**src/rtl/postmod_pkg.sv**
```systemverilog
package postmod_pkg;

  typedef enum logic [2:0] {
    ACC_NONE,
    ACC_CUR,
    ACC_EXT,
    ACC_INC,
    ACC_PIX
  } acc_kind_e;

  typedef enum logic {
    SEQ_IDLE,
    SEQ_BUSY
  } seq_state_e;

endpackage

```
**src/rtl/postmod_incr_ram.sv**
```systemverilog
module postmod_incr_ram #(
  parameter int ADR_W = 3,
  parameter int VA_W  = 20
) (
  input  logic             clk,
  input  logic             wr_en,
  input  logic [ADR_W-1:0] wr_adr,
  input  logic [VA_W-1:0]  wr_val,
  input  logic [ADR_W-1:0] rd_adr,
  output logic [VA_W-1:0]  rd_val
);
  localparam int DEPTH = 1 << ADR_W;

  logic [VA_W-1:0] ent_q [DEPTH];

  // storage array without reset, written one entry per cycle
  always_ff @(posedge clk) begin
    if (wr_en) begin
      ent_q[wr_adr] <= wr_val;
    end
  end

  assign rd_val = ent_q[rd_adr];

endmodule

```
**src/rtl/postmod_pix_seq.sv**
```systemverilog
module postmod_pix_seq import postmod_pkg::*; #(
  parameter int VA_W  = 20,
  parameter int DW    = 16,
  parameter int SEL_W = DW / 8
) (
  input  logic             clk,
  input  logic             rst_n,
  input  logic             start,
  input  logic             s_we,
  input  logic [SEL_W-1:0] s_sel,
  input  logic [DW-1:0]    s_wdata,
  input  logic [VA_W-1:0]  cursor,
  output logic             m_cyc,
  output logic             m_stb,
  output logic             m_we,
  output logic [VA_W-1:0]  m_adr,
  output logic [SEL_W-1:0] m_sel,
  output logic [DW-1:0]    m_wdata,
  input  logic             m_ack,
  output logic             done
);
  seq_state_e state_q, state_d;
  logic       busy;

  always_comb begin
    state_d = state_q;
    case (state_q)
      SEQ_IDLE: if (start) state_d = SEQ_BUSY;
      SEQ_BUSY: if (m_ack) state_d = SEQ_IDLE;
      default:  state_d = SEQ_IDLE;
    endcase
  end

  always_ff @(posedge clk or negedge rst_n) begin
    if (!rst_n) begin
      state_q <= SEQ_IDLE;
    end else begin
      state_q <= state_d;
    end
  end

  assign busy    = (state_q == SEQ_BUSY);
  assign done    = busy & m_ack;
  assign m_cyc   = busy;
  assign m_stb   = busy;
  assign m_we    = busy & s_we;
  assign m_adr   = cursor;
  assign m_sel   = s_sel;
  assign m_wdata = s_wdata;

  AST_MADR_HELD: assert property (@(posedge clk) disable iff (!rst_n)
    (m_stb && !m_ack) |=> $stable(m_adr));

  AST_MSTB_ONLY_AFTER_START: assert property (@(posedge clk) disable iff (!rst_n)
    $rose(m_stb) |-> $past(start));

endmodule

```
**src/rtl/postmod_cursor.sv**
```systemverilog
module postmod_cursor import postmod_pkg::*; #(
  parameter int ADR_W = 3,
  parameter int VA_W  = 20,
  parameter int DW    = 16
) (
  input  logic                clk,
  input  logic                rst_n,
  input  logic                s_cyc,
  input  logic                s_cur_stb,
  input  logic                s_ext_stb,
  input  logic                s_inc_stb,
  input  logic                s_pix_stb,
  input  logic                s_we,
  input  logic [ADR_W-1:0]    s_adr,
  input  logic [DW/8-1:0]     s_sel,
  input  logic [DW-1:0]       s_wdata,
  output logic [DW-1:0]       s_rdata,
  output logic                s_ack,
  output logic                m_cyc,
  output logic                m_stb,
  output logic                m_we,
  output logic [VA_W-1:0]     m_adr,
  output logic [DW/8-1:0]     m_sel,
  output logic [DW-1:0]       m_wdata,
  input  logic [DW-1:0]       m_rdata,
  input  logic                m_ack
);
  localparam int SEL_W   = DW / 8;
  localparam int HAS_EXT = (VA_W > DW) ? 1 : 0;
  localparam int EXT_W   = (HAS_EXT != 0) ? VA_W - DW : 1;

  // reset: asserted asynchronously, released on the clock
  logic rst_meta_q, rst_sync_n;
  always_ff @(posedge clk or negedge rst_n) begin
    if (!rst_n) begin
      rst_meta_q <= 1'b0;
      rst_sync_n <= 1'b0;
    end else begin
      rst_meta_q <= 1'b1;
      rst_sync_n <= rst_meta_q;
    end
  end

  // strobe decode, pixel access has priority
  acc_kind_e kind;
  logic      ack_q, ack_d;
  logic      reg_go, pix_start, pix_done;
  logic      cur_wr, cur_rd, ext_wr, inc_wr, inc_rd;

  always_comb begin
    kind = ACC_NONE;
    if (s_cyc) begin
      if (s_pix_stb)      kind = ACC_PIX;
      else if (s_cur_stb) kind = ACC_CUR;
      else if (s_inc_stb) kind = ACC_INC;
      else if (s_ext_stb) kind = ACC_EXT;
    end
  end

  assign reg_go    = (kind inside {ACC_CUR, ACC_EXT, ACC_INC}) && !ack_q;
  assign pix_start = (kind == ACC_PIX) && !ack_q;
  assign cur_wr    = reg_go && (kind == ACC_CUR) && s_we;
  assign cur_rd    = reg_go && (kind == ACC_CUR) && !s_we;
  assign ext_wr    = reg_go && (kind == ACC_EXT) && s_we;
  assign inc_wr    = reg_go && (kind == ACC_INC) && s_we;
  assign inc_rd    = reg_go && (kind == ACC_INC) && !s_we;

  logic [VA_W-1:0] cursor_q, cursor_d, inc_val, wide_wr;
  logic            cursor_en;
  logic [DW-1:0]   cur_lo, inc_lo, ext_rd;

  postmod_incr_ram #(.ADR_W(ADR_W), .VA_W(VA_W)) i_incr_ram (
    .clk    (clk),
    .wr_en  (inc_wr),
    .wr_adr (s_adr),
    .wr_val (wide_wr),
    .rd_adr (s_adr),
    .rd_val (inc_val)
  );

  postmod_pix_seq #(.VA_W(VA_W), .DW(DW), .SEL_W(SEL_W)) i_pix_seq (
    .clk     (clk),
    .rst_n   (rst_sync_n),
    .start   (pix_start),
    .s_we    (s_we),
    .s_sel   (s_sel),
    .s_wdata (s_wdata),
    .cursor  (cursor_q),
    .m_cyc   (m_cyc),
    .m_stb   (m_stb),
    .m_we    (m_we),
    .m_adr   (m_adr),
    .m_sel   (m_sel),
    .m_wdata (m_wdata),
    .m_ack   (m_ack),
    .done    (pix_done)
  );

  // extension register exists only when values outgrow the data bus
  if (HAS_EXT != 0) begin : g_ext
    logic [EXT_W-1:0] ext_q, ext_d;
    logic             ext_en;

    always_comb begin
      ext_en = 1'b1;
      ext_d  = ext_q;
      if (ext_wr)      ext_d = s_wdata[EXT_W-1:0];
      else if (cur_rd) ext_d = cursor_q[VA_W-1:DW];
      else if (inc_rd) ext_d = inc_val[VA_W-1:DW];
      else             ext_en = 1'b0;
    end

    always_ff @(posedge clk or negedge rst_sync_n) begin
      if (!rst_sync_n) begin
        ext_q <= '0;
      end else if (ext_en) begin
        ext_q <= ext_d;
      end
    end

    assign wide_wr = {ext_q, s_wdata};
    assign cur_lo  = cursor_q[DW-1:0];
    assign inc_lo  = inc_val[DW-1:0];
    assign ext_rd  = DW'(ext_q);
  end else begin : g_no_ext
    assign wide_wr = s_wdata[VA_W-1:0];
    assign cur_lo  = DW'(cursor_q);
    assign inc_lo  = DW'(inc_val);
    assign ext_rd  = '0;
  end

  // cursor: post-modify on master acknowledge, or direct load
  always_comb begin
    cursor_en = pix_done | cur_wr;
    cursor_d  = pix_done ? cursor_q + inc_val : wide_wr;
  end

  always_ff @(posedge clk or negedge rst_sync_n) begin
    if (!rst_sync_n) begin
      cursor_q <= '0;
    end else if (cursor_en) begin
      cursor_q <= cursor_d;
    end
  end

  // slave acknowledge and read data
  logic [DW-1:0] rdata_q, rdata_d;
  logic          rdata_en;

  assign ack_d = reg_go | pix_done;

  always_comb begin
    rdata_en = ack_d && !s_we;
    case (kind)
      ACC_PIX: rdata_d = m_rdata;
      ACC_CUR: rdata_d = cur_lo;
      ACC_EXT: rdata_d = ext_rd;
      ACC_INC: rdata_d = inc_lo;
      default: rdata_d = rdata_q;
    endcase
  end

  always_ff @(posedge clk or negedge rst_sync_n) begin
    if (!rst_sync_n) begin
      ack_q   <= 1'b0;
      rdata_q <= '0;
    end else begin
      ack_q <= ack_d;
      if (rdata_en) begin
        rdata_q <= rdata_d;
      end
    end
  end

  assign s_ack   = ack_q;
  assign s_rdata = rdata_q;

  AST_ACK_PULSE: assert property (@(posedge clk) disable iff (!rst_sync_n)
    s_ack |=> !s_ack);

  AST_REG_ACK_NEXT: assert property (@(posedge clk) disable iff (!rst_sync_n)
    reg_go |=> s_ack);

  AST_PIX_ACK_AFTER_MACK: assert property (@(posedge clk) disable iff (!rst_sync_n)
    (s_ack && s_cyc && s_pix_stb) |-> $past(m_ack));

  AST_CURSOR_HELD_IN_WAIT: assert property (@(posedge clk) disable iff (!rst_sync_n)
    (m_stb && !m_ack) |=> $stable(cursor_q));

  AST_TABLE_KEEPS_CURSOR: assert property (@(posedge clk) disable iff (!rst_sync_n)
    (s_cyc && s_inc_stb && !s_pix_stb && !s_cur_stb) |=> $stable(cursor_q));

endmodule

```
**config.mk**
```make
export PLATFORM = sky130hd
export DESIGN_NAME = postmod_cursor
export DESIGN_NICKNAME = d
export VERILOG_FILES = /design/src/rtl/postmod_pkg.sv /design/src/rtl/postmod_incr_ram.sv /design/src/rtl/postmod_pix_seq.sv /design/src/rtl/postmod_cursor.sv
export SDC_FILE = /design/constraint.sdc
export NUM_CORES = 1
export LEC_CHECK = 0
export BUFFER_PORTS_ARGS = -buffer_cell sky130_fd_sc_hd__buf_2
export CAP_MARGIN = 0
export CORE_MARGIN = 1
export CORE_UTILIZATION = 55
export CTS_CLUSTER_DIAMETER = 60
export DETAILED_ROUTE_END_ITERATION = 8
export GPL_TIMING_DRIVEN = 0
export MAX_ROUTING_LAYER = met4
export PLACE_DENSITY_LB_ADDON = 0.08
export SYNTH_ARGS = -nofsm -noshare
export SYNTH_HDL_FRONTEND = slang
export SYNTH_HIERARCHICAL = 1
export SYNTH_SLANG_ARGS = --single-unit
export TNS_END_PERCENT = 100
```
**constraint.sdc**
```tcl
create_clock -name clk -period 1.73 [get_ports clk]
set_input_delay 0.2595 -clock clk [delete_from_list [all_inputs] [get_ports clk]]
set_output_delay 0.2595 -clock clk [all_outputs]
set_load 0.02 [all_outputs]
```
# After elaboration in Yosys (flattened, before gate mapping)
# Memory sizes are Yosys's and may differ from the RTL's.
# Cells that the tools add are included.
# Widths: inputs -> output; s select.
[word_totals]
regBits = 44
ram_bits = 160
out_inout_bits = 58
elab_cells = 54
memories = 1
[mem_list]
columns = ["memory", "depth", "width", "rd", "rd_clocked_by_memory_dff", "write_ports", "line", "source"]
rows = [
  ["i_incr_ram.ent_q", 8, 20, 1, 0, 1, "postmod_incr_ram.sv:14", "logic [VA_W-1:0] ent_q [DEPTH];"],
]
[op_classes]
add_sub_neg = 1
eq_ne = 4
mux = 18
bitwise = 5
n_reduce_logical = 18
[ops]
columns = ["cell", "count"]
rows = [
  ["$pmux 16 s4", 1],
  ["$add 20x20->20", 1],
  ["$mux 20", 1],
  ["$mux 4", 3],
  ["$logic_and 1x1->1", 11],
  ["$mux 1", 7],
  ["$eq 3x2->1 const B", 2],
  ["$mux 2", 3],
  ["$mux 3", 2],
  ["$reduce_bool 3->1", 2],
  ["$reduce_and 2->1", 2],
  ["$reduce_bool 4->1", 1],
  ["$eq 3x1->1 const B", 1],
  ["$eq 3x3->1 const B", 1],
  ["$and 1x1->1", 2],
  ["$logic_not 1->1", 2],
  ["$or 1x1->1", 2],
  ["$pmux 1 s2", 1],
  ["$not 1->1", 1],
]

# Depth between registers and ports, before layout
# Gate-level depths: netlist of run 1.
[logic_depth]
ltp_word = 14
mapped_depth = 13

# Hierarchy
# Netlist of run 1, hierarchy kept.
[modules_own_cells]
columns = ["module", "instances", "cells_each", "area_each_um2", "seq_area_each_um2"]
rows = [
  ["postmod_incr_ram", 1, 244, 6212.2, 4804.6],
  ["postmod_cursor", 1, 405, 3325.7, 1076.0],
  ["postmod_pix_seq", 1, 44, 346.6, 25.0],
]

# Least setup slack after synthesis of run 1
# OpenSTA, ideal clock, no wires.
[synth_path]
path_type = "input to register"
from = "in s_cur_stb"
to = "mem i_incr_ram.ent_q[0][0], enable pin"
arrival_ns = 2.756
required_ns = 1.308
path_slack_ns = -1.448
cell_stages = 7
path_buffers = 2
path_cell_list = "nor3b_2 -> and2_1 -> buf_2 -> clkbuf_1 -> and3b_1 -> nand2b_1 -> nor3_1"
[synth_via]
elab_chain_len = 10
elab_cells_between_ends = 12
cone_classes = "3 x eq/ne; 5 x mux; 4 x reduce/logical"
[synth_lines]
columns = ["item", "line", "source"]
rows = [
  ["start: declaration", "postmod_cursor.sv:9", "input logic s_cur_stb,"],
  ["$mux 2 (*)", "postmod_cursor.sv:54", "else if (s_cur_stb) kind = ACC_CUR;"],
  ["$mux 3 (*)", "postmod_cursor.sv:53", "if (s_pix_stb) kind = ACC_PIX;"],
  ["$mux 3 (*)", "postmod_cursor.sv:52", "if (s_cyc) begin"],
  ["$eq 3x1->1, or another cell as far along", "postmod_cursor.sv:60", "assign reg_go = (kind inside {ACC_CUR, ACC_EXT, ACC_INC}) && !ack_q;"],
  ["$reduce_bool 3->1", "postmod_cursor.sv:60", ""],
  ["$logic_and 1x1->1", "postmod_cursor.sv:60", ""],
  ["$logic_and 1x1->1 (*) (2 in a row)", "postmod_cursor.sv:65", "assign inc_wr = reg_go && (kind == ACC_INC) && s_we;"],
  ["net inc_wr", "postmod_cursor.sv:48", "logic cur_wr, cur_rd, ext_wr, inc_wr, inc_rd;"],
  ["$mux 1 (*)", "postmod_incr_ram.sv:18", "if (wr_en) begin"],
  ["$mux 1 (not written as such) (*)", "postmod_incr_ram.sv:19", "ent_q[wr_adr] <= wr_val;"],
  ["end: declaration", "postmod_incr_ram.sv:14", ""],
]
# The timed path passes the listed nets; every way through them passes the cells marked *.

# Worst setup path after layout of run 1
[layout_path]
from = "mem i_incr_ram.ent_q[7][0]"
to = "reg cursor_q[16]"
[layout_via]
elab_chain_len = 3
[layout_lines]
columns = ["item", "line", "source"]
rows = [
  ["$mem_v2 8x20", "--", ""],
  ["net inc_val[0]", "postmod_cursor.sv:68", "logic [VA_W-1:0] cursor_q, cursor_d, inc_val, wide_wr;"],
  ["$add 20x20->20", "postmod_cursor.sv:135", "cursor_d = pix_done ? cursor_q + inc_val : wide_wr;"],
  ["$mux 20", "postmod_cursor.sv:135", ""],
  ["end signal: assignment", "postmod_cursor.sv:142", "cursor_q <= cursor_d;"],
  ["end: declaration", "postmod_cursor.sv:68", ""],
]
# The timed path passes the listed nets, and every way through them passes these cells.
# A chain may end at the register's enable or synchronous reset.

==> run_results.csv, run 1 <==
group,metric,value,unit
cells_and_area,layout.nets,954,
detailed_routing,drt_iter0_drc,600,
floorplan,ios,104,
detailed_routing,vias_per_cell,6.04,
placed_design,hpwlAfterDp,16100,um
floorplan,die_area,18500,um^2
cts,htreeDepth,1,
logic_synthesis,synthArstFlopShare,21.6,%
detailed_routing,dr_total_vias,6830,
placed_design,gp_congestion,0.925,
floorplan,die_h,136,um
sta,worst_slew_margin_rel,38.5,%
cells_and_area,final_util,73.6,%
cells_and_area,post-route-cell-area,12800,um^2
cts,clock-sinks,204,
run_status,violations,"setup timing",
worst_setup_path,critical_path_class,"flop to flop",
cells_and_area,nFillCells,1137,
logic_synthesis,syn_area,9880,um^2
hold_path,hold_class,"input port to flop",
logic_synthesis,synthCells,693,
logic_synthesis,synth-edff-count,160,
logic_synthesis,syn_nets,759,
worst_setup_path,arrival,3.32,ns
detailed_routing,ant_nets,0,
worst_setup_path,r2r-end,"cursor_q[16]",
cts,cts_tree,"yes",
global_route,antenna_found_initial,0,
floorplan,floorplan.initialDensity,56.8,%
worst_setup_path,startpoint_type,"flop",
floorplan,die_x,136,um
cells_and_area,final_common_cell,"edfxtp_1",
cts,cts.path.max_buffers,3,
hold_path,min-delay-start,"m_rdata[0]",
sta,finalWorstSetupSlack,-1.17,ns
placed_design,place_ws,-1.81,ns
power,p_leak,4.84,nW
global_route,grt_pass1_wl,38600,um
sta,setup_viol,54,
global_route,grt_pass1_vias,6721,
hold_path,holdPathStages,3,
cells_and_area,antenna_cells,0,
global_route,grt.total_usage,29.8,%
cells_and_area,area_growth,29.6,%
worst_setup_path,critPathCaptureType,"flop",
run_status,outcome,"finished with violations",
sta,fin_worst_skew,0.00737,ns
sta,tightest_slew,0.923,ns
logic_synthesis,ys_seq_area_share,59.7,%
sta,layout_min_cycle_time,2.90,ns
logic_synthesis,synth.ff_latch_count,204,
logic_synthesis,synth_flop_cell,"edfxtp_1",
detailed_routing,route.detailed.drc,0,
detailed_routing,routedWlPerCell,23.6,um
worst_setup_path,worstPathCellList,"mux4_2, mux2_4, ha_4, inv_2, fa_2, nor2b_4, o2111a_2, o21ai_4, a31oi_4, a2111oi_2, and3b_1",
placed_design,io_buffers,101,
floorplan,coreArea,17400,um^2
detailed_routing,firstDrtPassIters,5,
worst_setup_path,max_stage_delay,0.48,ns
detailed_routing,totalWireLength,26600,um
sta,slew_viol_final,0,
power,power_density,1360,nW/um^2
sta,fmax,0.344,GHz
flow_run,max-cap-violations,0,
cells_and_area,final_cell_mix,"edfxtp_1, buf_2, buf_4",
placed_design,placed_area,11000,um^2
sta,rsz0062_at_grt,"yes",
power,ir_worst_vdd,0.000965,V
worst_setup_path,cp_data_required_time,2.14,ns
worst_setup_path,reg2reg_slack,-1.17,ns
power,total_power,0.0174,W
worst_setup_path,cpMaxStageDelayCell,"mux4_2",
sta,hold_violations,0,
logic_synthesis,yosysWarnings,6,
global_route,grt_max_degree,31,
sta,fin_crit_sh,168,%
logic_synthesis,syn_area_per_cell,14.3,um^2
worst_setup_path,r2r_start,"i_incr_ram/ent_q[7][0]",
worst_setup_path,cp_max_fo,3,
floorplan,rows,48,
cts,cts_buffers,23,
global_route,grt.overflow.total,0,
cts,clk_latency,0.52,ns
hold_path,holdPathEnd,"s_rdata[0]",
logic_synthesis,synth.distinct_cells,64,
cts,root_buffer,"clkbuf_16",
cells_and_area,drive_gt1_share,44.1,%
worst_setup_path,reg2regPathDepth,11,
cts,clk_pin_slew_worst_paths,0.06,ns
-- stage by stage --
step / std cells / setup TNS (ns) / hold slack, ns
finish: 1130 / -19.09 / 0.0213
detailed placement: 1020 / -193.26 / 0.0486
floorplan: 693 / -58.15 / -0.0361
global route: 1130 / -21.98 / 0.0362
CTS: 1114 / -17.63 / 0.0104
global placement: 1019 / -188.71 / 0.0446
-- area by class of cell --
class	count	area (um^2)	area share (%)
clock buffers	30	602	4.70
repair buffers	167	1240	9.67
well taps	225	282	2.20
multi-input cells	412	4080	31.9
inverters	12	45.0	0.352
flip-flops and latches	204	5910	46.1
plain buffers	68	527	4.11
clock inverters	12	130	1.02
-- cell families after synthesis --
family	count (synthesis)	synth area share [%]
flops	204	59.7
simple gates	149	7.23
compound gates	140	8.90
buf+inv	85	5.24
mux	81	15.1
fa+ha+maj	20	2.61
xor+xnor	13	1.15
other cells	1	0.0379
-- worst max path at each step --
stage	from	endpoint	slack (ns)	depth (start not counted)
CTS	i_incr_ram/ent_q[7][0]	cursor_q[16]	-1.18	11
finish	i_incr_ram/ent_q[7][0]	cursor_q[16]	-1.17	11
detailed placement	s_adr[2]	cursor_q[16]	-1.81	13
floorplan	s_adr[0]	cursor_q[16]	-1.19	13
global placement	s_adr[2]	cursor_q[16]	-1.76	13
global route	i_incr_ram/ent_q[4][0]	cursor_q[16]	-1.26	11
-- repair_timing --
| action | CTS | global route |
|---|---|---|
| gates cloned | 8 | 0 |
| setup buffers | 45 | 18 |
| pin swaps | 39 | 37 |
| setup endpoints to repair | 184 | 138 |
| hold buffers | 2 | 0 |
| endpoints found under the hold margin | 3 | 0 |
| resized for setup | 94 | 65 |
-- registers in the layout (all words and copies together), names as in the netlist --
register          cells
i_pix_seq/m_cyc       1
g_ext.ext_q           4
i_incr_ram/ent_q    160
cursor_q             20
s_rdata              16
s_ack                 1
rst_sync_n            1
rst_meta_q            1
-- Yosys cell counts, types with 3 or more instances --
cell type / count / area, um^2
buf_6: 4 / 45.0
mux4_1: 40 / 1050
a211oi_1: 9 / 67.6
a21o_1: 4 / 30.0
mux2i_1: 17 / 170
nand4_1: 4 / 25.0
o21a_1: 3 / 22.5
xnor2_1: 9 / 78.8
a31oi_1: 3 / 18.8
buf_2: 7 / 35.0
nor3_1: 7 / 35.0
nor2b_1: 7 / 43.8
nand2b_1: 6 / 37.5
or3_1: 3 / 18.8
dfrtp_1: 44 / 1100
ha_1: 19 / 238
edfxtp_1: 160 / 4800
xor2_1: 4 / 35.0
and2_2: 3 / 22.5
nand3_1: 7 / 35.0
inv_1: 12 / 45.0
clkbuf_1: 15 / 56.3
a221o_1: 3 / 30.0
mux2_2: 24 / 270
o21ai_0: 27 / 135
o21ai_1: 4 / 20.0
o211ai_1: 7 / 52.6
buf_4: 42 / 315
a21oi_1: 61 / 305
nand2_1: 61 / 229
nor2_1: 35 / 131
buf_1: 3 / 11.3
-- per-layer routing --
metal	share of wire [%]	track usage [%]	wire, um
met1	41	38.9	10900
met2	49	47.5	13200
met3	6.6	3.65	1750
met4	3.2	12.3	846
met5	0	-	0
-- worst max-delay path: cells and delay by family (launching register included) --
family,cells,cell delay (ns)
adders and majority gates,2,0.40
AOI/OAI and AO/OA,4,0.92
and+or+nand+nor,2,0.26
DFF,1,0.38
buffers and inverters,1,0.06
muxes,2,0.78
-- power by group --
part / internal (W) / switching [W]
Sequential: 0.00580 / 0.000622
Clock: 0.00278 / 0.00193
Combinational: 0.00300 / 0.00324
Total: 0.0116 / 0.00580
(Power assumes the default switching activity.)
==> inputs of run 2 (changes only) <==
Settings changed: SETUP_SLACK_MARGIN set to 0.5.
==> run_results.csv, run 2 (synthesized netlist as in run 1, its figures left out) <==
group,metric,value,unit
cells_and_area,area_growth,36.8,%
detailed_routing,route.detailed.drc,0,
sta,slew_viol_final,0,
placed_design,place_ws,-1.83,ns
run_status,outcome,"finished with violations",
power,p_leak,5.10,nW
global_route,grt.overflow.total,0,
cts,cts_tree,"yes",
detailed_routing,routedWlPerCell,25.4,um
global_route,grt_pass1_wl,40500,um
worst_setup_path,crit_top_cell,"a21oi_2",
cts,htreeDepth,1,
flow_run,max-cap-violations,0,
cells_and_area,antenna_cells,0,
global_route,antenna_found_initial,0,
cts,cts.path.max_buffers,3,
worst_setup_path,max_stage_delay,0.49,ns
sta,fmax,0.340,GHz
sta,fin_crit_sh,170,%
cts,cts_buffers,22,
floorplan,ios,104,
cts,clk_pin_slew_worst_paths,0.07,ns
worst_setup_path,cp_data_required_time,2.16,ns
detailed_routing,vias_per_cell,6.16,
worst_setup_path,cp_top_family,"compound AO/OA/AOI/OAI gates",
cells_and_area,largest_register_ffs,160,
detailed_routing,dr_total_vias,7149,
cells_and_area,layout.nets,986,
floorplan,die_x,136,um
floorplan,die_area,18500,um^2
cells_and_area,final_cell_mix,"edfxtp_1, buf_2, buf_6",
worst_setup_path,critPathCaptureType,"flop",
hold_path,hold_class,"input port to flop",
run_status,violations,"setup timing",
floorplan,floorplan.initialDensity,56.8,%
cts,clock-sinks,204,
worst_setup_path,arrival,3.37,ns
worst_setup_path,cp_max_fo,6,
worst_setup_path,crit_buf_inv,1,
sta,tightest_slew,0.707,ns
detailed_routing,drt_iter0_drc,664,
global_route,grt_max_degree,43,
sta,finalWorstSetupSlack,-1.21,ns
detailed_routing,ant_nets,0,
power,ir_worst_vdd,0.00110,V
placed_design,io_buffers,101,
sta,rsz0062_at_grt,"yes",
cells_and_area,final_common_cell,"edfxtp_1",
placed_design,placed_area,10900,um^2
worst_setup_path,critical_path_class,"flop to flop",
cells_and_area,finalNonFillerCells,1161,
worst_setup_path,worstPathCellList,"mux4_2, mux2_4, ha_4, buf_6, a21oi_2, o21ai_2, o311ai_2, a21oi_2, or3_1, a31oi_1",
power,power_density,1320,nW/um^2
sta,worst_slew_margin_rel,52.9,%
cells_and_area,drive_gt1_share,51.5,%
worst_setup_path,cpMaxStageDelayCell,"mux4_2",
global_route,grt.total_usage,31.2,%
power,total_power,0.0178,W
detailed_routing,firstDrtPassIters,5,
cts,root_buffer,"clkbuf_16",
floorplan,die_h,136,um
sta,timing.hold.ws,0.0236,ns
sta,fin_worst_skew,0.0214,ns
global_route,grt_pass1_vias,6881,
cts,clk_latency,0.53,ns
cells_and_area,regMostFlops,"i_incr_ram/ent_q",
floorplan,rows,48,
cells_and_area,post-route-cell-area,13500,um^2
sta,layout_min_cycle_time,2.94,ns
sta,hold_violations,0,
placed_design,hpwlAfterDp,16100,um
floorplan,coreArea,17400,um^2
sta,setup_viol,103,
placed_design,dp.cells,1019,
worst_setup_path,startpoint_type,"flop",
placed_design,gp_congestion,0.940,
detailed_routing,totalWireLength,29500,um
-- run 2: per-stage QoR --
step,TNS (ns),util [%]
floorplan,-58.10,-
global placement,-175.34,62.8
detailed placement,-187.09,62.8
CTS,-31.04,72.4
global route,-25.91,77.6
finish,-22.51,77.6
-- run 2: area by class of cell --
| type | instances | area [um^2] |
|---|---|---|
| sequential | 204 | 5930 |
| buffer | 73 | 631 |
| tap | 225 | 282 |
| inverter | 12 | 45.0 |
| clock buffer | 29 | 619 |
| fill | 1035 | 3890 |
| timing repair buffer | 195 | 1800 |
| clock inverter | 11 | 83.8 |
| multi-input combinational | 412 | 4140 |
-- run 2: where the power goes --
part           switching, W  internal [W]  leakage, nW
sequential         0.000697       0.00583         1.94
combinational       0.00337       0.00341         2.81
clock               0.00197       0.00256        0.346
total               0.00604        0.0118         5.10
-- run 2: final timing paths --
kind                           endpoint  depth (start not counted)  slack (ns)                   start
max in group asynchronous   cursor_q[9]                          0        0.93              rst_sync_n
min                          s_rdata[2]                          3        0.02              m_rdata[2]
max                        cursor_q[19]                         10       -1.21  i_incr_ram/ent_q[3][8]
max reg2reg                cursor_q[19]                         10       -1.21  i_incr_ram/ent_q[3][8]
min in group asynchronous    rst_meta_q                          2        0.06                   rst_n
min reg2reg                  s_rdata[2]                          0        0.35              rst_sync_n
-- run 2: per-layer routing --
metal  vias up  track usage [%]  part of all wire, %
li1       3097                -                    -
met1      3647             40.3                   39
met2       348             51.3                   52
met3        57             3.88                  6.4
met4         0             10.6                  2.8
met5         -                -                    0
-- run 2: timing repair --
item                                    CTS  global route
gates cloned                              8             5
pin swaps                                73            38
hold buffers                              2             0
buffers inserted                         46            41
hold endpoints to repair                  3             0
endpoints found under the setup margin  241           283
resized for setup                       157           152
-- run 2: tightest hold or removal path, cell delays in order --
cell and delay (ns):
buf_2 0.08, o211ai_1 0.09, o21ai_1 0.07
